$ cat src/rtl/xlat_pkg.sv
package xlat_pkg;
  localparam int VA_W  = 32;
  localparam int OFF_W = 12;
  localparam int VPN_W = VA_W - OFF_W;
  localparam int PPN_W = 20;
  localparam int PA_W  = PPN_W + OFF_W;
endpackage

$ cat src/rtl/xlat_cam.sv
module xlat_cam
  import xlat_pkg::*;
#(
  parameter int N     = 48,
  parameter int REF_W = 3,
  localparam int IDX_W = $clog2(N)
) (
  input  logic                       clk_i,
  input  logic                       rst_ni,
  input  logic [VPN_W-1:0]           lk_vpn_i,
  input  logic [VPN_W-1:0]           rf_vpn_i,
  output logic [N-1:0]               lk_match_o,
  output logic [N-1:0]               rf_match_o,
  output logic [PPN_W-1:0]           hit_ppn_o,
  output logic                       hit_dirty_o,
  output logic [IDX_W-1:0]           hit_idx_o,
  input  logic                       age_en_i,
  input  logic                       we_i,
  input  logic [IDX_W-1:0]           wr_idx_i,
  input  logic [PPN_W-1:0]           wr_ppn_i,
  input  logic                       wr_dirty_i,
  output logic [N-1:0]               valid_o,
  output logic [N-1:0][REF_W-1:0]    ref_o
);
  localparam logic [REF_W-1:0] REF_MAX = '1;

  logic [VPN_W-1:0] vpn_q   [N];
  logic [PPN_W-1:0] ppn_q   [N];
  logic [REF_W-1:0] ref_q   [N];
  logic [N-1:0]     valid_q;
  logic [N-1:0]     dirty_q;

  for (genvar e = 0; e < N; e++) begin : g_entry
    logic sel;
    assign sel = we_i && (wr_idx_i == IDX_W'(e));
    assign lk_match_o[e] = valid_q[e] && (vpn_q[e] == lk_vpn_i);
    assign rf_match_o[e] = valid_q[e] && (vpn_q[e] == rf_vpn_i);
    assign ref_o[e] = ref_q[e];

    always_ff @(posedge clk_i or negedge rst_ni) begin
      if (!rst_ni) begin
        valid_q[e] <= 1'b0;
        dirty_q[e] <= 1'b0;
        vpn_q[e]   <= '0;
        ppn_q[e]   <= '0;
        ref_q[e]   <= '0;
      end else if (sel) begin
        valid_q[e] <= 1'b1;
        dirty_q[e] <= wr_dirty_i;
        vpn_q[e]   <= rf_vpn_i;
        ppn_q[e]   <= wr_ppn_i;
        ref_q[e]   <= REF_MAX;
      end else if (!we_i && age_en_i) begin
        if (lk_match_o[e])       ref_q[e] <= REF_MAX;
        else if (ref_q[e] != '0) ref_q[e] <= ref_q[e] - 1'b1;
      end
    end
  end

  assign valid_o = valid_q;

  // one-hot read mux; uniqueness of matches is kept by refill dedupe
  always_comb begin
    hit_ppn_o   = '0;
    hit_dirty_o = 1'b0;
    hit_idx_o   = '0;
    for (int i = 0; i < N; i++) begin
      if (lk_match_o[i]) begin
        hit_ppn_o   = hit_ppn_o | ppn_q[i];
        hit_dirty_o = hit_dirty_o | dirty_q[i];
        hit_idx_o   = hit_idx_o | IDX_W'(i);
      end
    end
  end

  assert_onehot_match_R7: assert property (@(posedge clk_i) disable iff (!rst_ni)
    $onehot0(lk_match_o));

  assert_refill_write_R7: assert property (@(posedge clk_i) disable iff (!rst_ni)
    we_i |=> valid_q[$past(wr_idx_i)] && (vpn_q[$past(wr_idx_i)] == $past(rf_vpn_i))
             && (ref_q[$past(wr_idx_i)] == REF_MAX));

  assert_hit_max_R6: assert property (@(posedge clk_i) disable iff (!rst_ni)
    (age_en_i && !we_i) |=> ref_q[$past(hit_idx_o)] == REF_MAX);
endmodule

$ cat src/rtl/xlat_victim.sv
module xlat_victim #(
  parameter int N     = 48,
  parameter int REF_W = 3,
  localparam int IDX_W = $clog2(N)
) (
  input  logic [N-1:0]            valid_i,
  input  logic [N-1:0]            rf_match_i,
  input  logic [N-1:0][REF_W-1:0] ref_i,
  output logic [IDX_W-1:0]        victim_o
);
  logic             dup_f, inv_f, low_f;
  logic [IDX_W-1:0] dup_idx, inv_idx, low_idx;
  logic [REF_W-1:0] low_ref;

  always_comb begin
    dup_f   = 1'b0;
    inv_f   = 1'b0;
    low_f   = 1'b0;
    dup_idx = '0;
    inv_idx = '0;
    low_idx = '0;
    low_ref = '1;
    for (int i = 0; i < N; i++) begin
      if (rf_match_i[i]) begin
        dup_f   = 1'b1;
        dup_idx = IDX_W'(i);
      end
      if (!valid_i[i] && !inv_f) begin
        inv_f   = 1'b1;
        inv_idx = IDX_W'(i);
      end
      // strict compare keeps the lowest index on ties
      if (!low_f || ref_i[i] < low_ref) begin
        low_f   = 1'b1;
        low_ref = ref_i[i];
        low_idx = IDX_W'(i);
      end
    end
    if (dup_f)      victim_o = dup_idx;
    else if (inv_f) victim_o = inv_idx;
    else            victim_o = low_idx;
  end
endmodule

$ cat src/rtl/xlat_buf.sv
module xlat_buf
  import xlat_pkg::*;
#(
  parameter int N     = 48,
  parameter int REF_W = 3,
  localparam int IDX_W = $clog2(N)
) (
  input  logic             clk_i,
  input  logic             rst_ni,
  input  logic             lookup_en_i,
  input  logic [VA_W-1:0]  vaddr_i,
  input  logic             user_mode_i,
  output logic [PA_W-1:0]  paddr_o,
  output logic             hit_o,
  output logic             miss_o,
  output logic             fault_o,
  output logic             dirty_o,
  input  logic             refill_en_i,
  input  logic [VPN_W-1:0] refill_vpn_i,
  input  logic [PPN_W-1:0] refill_ppn_i,
  input  logic             refill_dirty_i,
  output logic             restart_o
);
  logic [N-1:0]            lk_match, rf_match, valid;
  logic [N-1:0][REF_W-1:0] refs;
  logic [PPN_W-1:0]        hit_ppn;
  logic                    hit_dirty;
  logic [IDX_W-1:0]        hit_idx, victim;
  logic                    kern_blk, any_hit, restart_q;

  xlat_cam #(.N(N), .REF_W(REF_W)) u_cam (
    .clk_i       (clk_i),
    .rst_ni      (rst_ni),
    .lk_vpn_i    (vaddr_i[VA_W-1:OFF_W]),
    .rf_vpn_i    (refill_vpn_i),
    .lk_match_o  (lk_match),
    .rf_match_o  (rf_match),
    .hit_ppn_o   (hit_ppn),
    .hit_dirty_o (hit_dirty),
    .hit_idx_o   (hit_idx),
    .age_en_i    (hit_o),
    .we_i        (refill_en_i),
    .wr_idx_i    (victim),
    .wr_ppn_i    (refill_ppn_i),
    .wr_dirty_i  (refill_dirty_i),
    .valid_o     (valid),
    .ref_o       (refs)
  );

  xlat_victim #(.N(N), .REF_W(REF_W)) u_victim (
    .valid_i    (valid),
    .rf_match_i (rf_match),
    .ref_i      (refs),
    .victim_o   (victim)
  );

  assign kern_blk = user_mode_i && vaddr_i[VA_W-1];
  assign any_hit  = |lk_match;
  assign fault_o  = lookup_en_i && kern_blk;
  assign hit_o    = lookup_en_i && !kern_blk && any_hit;
  assign miss_o   = lookup_en_i && !kern_blk && !any_hit;
  assign paddr_o  = hit_o ? {hit_ppn, vaddr_i[OFF_W-1:0]} : '0;
  assign dirty_o  = hit_o && hit_dirty;

  always_ff @(posedge clk_i or negedge rst_ni) begin
    if (!rst_ni) restart_q <= 1'b0;
    else         restart_q <= refill_en_i;
  end
  assign restart_o = restart_q;

  assert_flags_excl_R5: assert property (@(posedge clk_i) disable iff (!rst_ni)
    lookup_en_i ? $onehot({hit_o, miss_o, fault_o}) : !(hit_o || miss_o || fault_o));

  assert_offset_pass_R2: assert property (@(posedge clk_i) disable iff (!rst_ni)
    hit_o |-> paddr_o[OFF_W-1:0] == vaddr_i[OFF_W-1:0]);

  assert_restart_pulse_R8: assert property (@(posedge clk_i) disable iff (!rst_ni)
    !refill_en_i |=> !restart_o);
endmodule

$ cat config.mk
export PLATFORM = sky130hd
export DESIGN_NAME = xlat_buf
export DESIGN_NICKNAME = d
export VERILOG_FILES = /design/src/rtl/xlat_pkg.sv /design/src/rtl/xlat_cam.sv /design/src/rtl/xlat_victim.sv /design/src/rtl/xlat_buf.sv
export SDC_FILE = /design/constraint.sdc
export NUM_CORES = 2
export LEC_CHECK = 0
export BUFFER_PORTS_ARGS = -buffer_cell sky130_fd_sc_hd__buf_2
export CORE_MARGIN = 10
export CORE_UTILIZATION = 40
export CTS_BUF_LIST = sky130_fd_sc_hd__clkbuf_4 sky130_fd_sc_hd__clkbuf_8
export CTS_CLUSTER_DIAMETER = 100
export DETAILED_ROUTE_END_ITERATION = 8
export RECOVER_POWER = 50
export SLEW_MARGIN = 20
export SYNTH_ARGS = -nofsm -noshare
export SYNTH_HDL_FRONTEND = slang
export SYNTH_SLANG_ARGS = --single-unit
$ cat constraint.sdc
create_clock -name clk_i -period 96 [get_ports clk_i]
set_input_delay 4.8 -clock clk_i [delete_from_list [all_inputs] [get_ports clk_i]]
set_output_delay 4.8 -clock clk_i [all_outputs]
set_load 0.1 [all_outputs]
==> run_results.csv <==
group,metric,value,unit
run_status,status,"complete, but fails checks",
run_status,violations,"max-capacitance violations, max-slew violations",
placement,dpl.hpwl,279000,um
logic_synthesis,syn_avg_cell_area,11.4,um^2
setup_path,path_max_fanout,24,
sta,max_slew.worst_pin.slew,8.32,ns
logic_synthesis,yosysWarnings,0,
job,max-cap-violations,31,
clock_tree,clockBufferDepth,4,
die,chipHeight,575,um
setup_path,cp_slowest_cell,"nor2b_1",
placement,place.gp.congestion,0.934,
logic_synthesis,ys_types,110,
logic_synthesis,ys.flop_type,"dfrtp_1",
clock_tree,clk_pin_slew_worst_paths,0.06,ns
setup_path,arrival,69.99,ns
sta,drv_slew,2294,
global_route,grt_max_degree,158,
die,fp.dieArea,331000,um^2
clock_tree,htreeDepth,5,
setup_path,slowest_delay,0.77,ns
setup_path,critPathCaptureType,"flop",
cells_and_area,final_util,44.1,%
detailed_routing,vias_per_cell,6.15,
clock_tree,cts-root-buf,"clkbuf_8",
logic_synthesis,synth_compound_area_share,7.05,%
logic_synthesis,synth_edf_count,0,
detailed_routing,avgRoutedWirePerCell,30.7,um
detailed_routing,routed_wl,465000,um
logic_synthesis,async_flop_share,100,%
detailed_routing,vias,93000,
global_route,grt_pass1_vias,94200,
clock_tree,clock_latency,1.06,ns
setup_path,cpMostUsedCell,"nor2_1",
sta,fmax,14.5,MHz
die,core,306000,um^2
setup_path,critPathRequiredTime,96.87,ns
sta,rsz0062_at_grt,"no",
sta,clock_skew,0.0898,ns
sta,period_share,72.0,%
logic_synthesis,syn_nets,11100,
logic_synthesis,seq_area_frac_synth,43.9,%
die,start_util,40.3,%
die,die_w,575,um
clock_tree,hold_buffers,0,
clock_tree,numClockSinks,2161,
global_route,grt_pass1_wl,670000,um
die,num_rows,203,
placement,port_buffers,114,
detailed_routing,drt-pass1-iter-count,6,
sta,setup_tns,0,ns
logic_synthesis,synthSimpleGateAreaFrac,10.7,%
clock_tree,cts_buffers,371,
clock_tree,cts_tree,"built",
detailed_routing,ant_nets,0,
sta,min_period,69.13,ns
logic_synthesis,synthMuxAreaShare,18.3,%
die,ios,115,
sta,slew_headroom,-455,%
logic_synthesis,synth.cell_area,123000,um^2
logic_synthesis,synth_fa_ha_area_share,2.39,%
detailed_routing,drc,0,
sta,hold_viol,0,
sta,finalSetupViolations,0,
cells_and_area,drive_gt1_share,15.2,%
logic_synthesis,synthXorXnorAreaFrac,13.6,%
cells_and_area,fin_nets,11000,
global_route,grt_antenna_before_repair,28,
clock_tree,cts_setup_buffers,0,
global_route,grt_overflow_total,0,
logic_synthesis,ys_seq_elements,2161,
global_route,track_usage,26.9,%
logic_synthesis,synth_top_family_by_area,"multiplexers",
setup_path,path_class,"flop to flop",
clock_tree,cts_resized,0,
cells_and_area,area_growth,9.60,%
setup_path,startpoint_type,"flop",
logic_synthesis,syn_inst,10800,
detailed_routing,first_iter_violations,9708,
worst_hold_path,min_path_type,"flop to flop",
==> cell usage after synthesis (all sizes together) (36+ instances only) <==
cell / n / area [um^2]
dfrtp: 2161 / 54100
mux2: 1980 / 22400
xnor2: 1250 / 10900
xor2: 669 / 5860
nand4: 529 / 3310
buf: 409 / 2790
clkbuf: 393 / 1480
nor2: 337 / 1310
nor4: 314 / 1960
nand2: 311 / 1170
a221oi: 258 / 2270
a22o: 253 / 2220
ha: 236 / 2950
nand3: 206 / 1230
inv: 201 / 754
o21ai: 183 / 916
nor3: 125 / 637
a21oi: 119 / 596
nor2b: 114 / 713
nand2b: 92 / 576
or2: 90 / 563
nor3b: 45 / 338
nand4b: 36 / 315
==> path summary, 6_finish.rpt <==
kind / from / to / slack (ns) / depth (start not counted)
setup / recovery: u_cam.ref_o[2] / u_cam.ppn_q[405] / 26.87 / 322
setup reg to reg: u_cam.ref_o[2] / u_cam.ppn_q[405] / 26.87 / 322
hold / removal: u_cam.ppn_q[886] / u_cam.ppn_q[886] / 0.48 / 1
min in group asynchronous: rst_ni / u_cam.vpn_q[802] / 7.02 / 1
hold reg to reg: u_cam.ppn_q[886] / u_cam.ppn_q[886] / 0.48 / 1
max in group asynchronous: rst_ni / u_cam.ref_o[39] / 70.89 / 5
==> state kept, by name, summed over array words and instances (netlist names) <==
signal and count:
u_cam.valid_o 48, u_cam.dirty_q 48, u_cam.ref_o 144, u_cam.vpn_q 960
restart_o 1, u_cam.ppn_q 960
==> metal layers <==
metal  vias up  GRT usage [%]  wire length, um
met5         -              0               81
met4        12           13.4            27000
met3      1253           5.26            39200
met2      4701           42.4           208000
met1     48400           35.4           190000
li1      38600              -                -
==> kinds of logic after synthesis <==
kind of cell | after synthesis
simple gates | 2351
fa+ha+maj | 236
compound gates | 1134
flops | 2161
xor+xnor | 1919
buf+inv | 1003
mux | 1990
==> layout make-up <==
cell class / instances / area [um^2]
Antenna cell: 11 / 27.5
Clock buffer: 590 / 7480
Clock inverter: 65 / 512
Fill cell: 28500 / 171000
Inverter: 201 / 754
Multi-Input combinational cell: 7630 / 64600
Sequential cell: 2161 / 54100
Tap cell: 4100 / 5130
Timing Repair Buffer: 359 / 2540
==> cell usage in the layout, fill, tap and decap left out, types with 267 or more instances in the layout <==
| cell type | netlist | final |
|---|---|---|
| xor2_1 | 669 | 669 |
| xnor2_1 | 1250 | 1250 |
| nand4_1 | 529 | 529 |
| nand2_1 | 311 | 311 |
| clkbuf_8 | 0 | 487 |
| mux2_2 | 414 | 414 |
| dfrtp_1 | 2161 | 2161 |
| nor4_1 | 314 | 267 |
| mux2_1 | 1536 | 1536 |
| nor2_1 | 330 | 329 |
==> metrics by stage <==
step / std cells / hold WS, ns / setup slack, ns / instance area, um^2
global placement: 14400 / 0.466 / 29.39 / 127000
detailed placement: 14500 / 0.474 / 28.44 / 127000
global route: 15100 / 0.495 / 20.80 / 135000
CTS: 15100 / 0.487 / 28.09 / 135000
finish: 15100 / 0.485 / 26.87 / 135000
floorplan: 10800 / 0.458 / 38.79 / 123000
==> critical path: cells and delay by family, from the launching register on <==
kind	cells	cell delay [ns]
AO/OA/AOI/OAI	137	31.11
adder cells (fa/ha/maj)	47	12.27
AND/OR/NAND/NOR	103	17.62
multiplexers	19	5.57
flip-flops	1	0.42
buffers and inverters	16	1.82
Power is not shown: default switching activity piles up to over one toggle a cycle in this logic, so the estimate is an artifact.
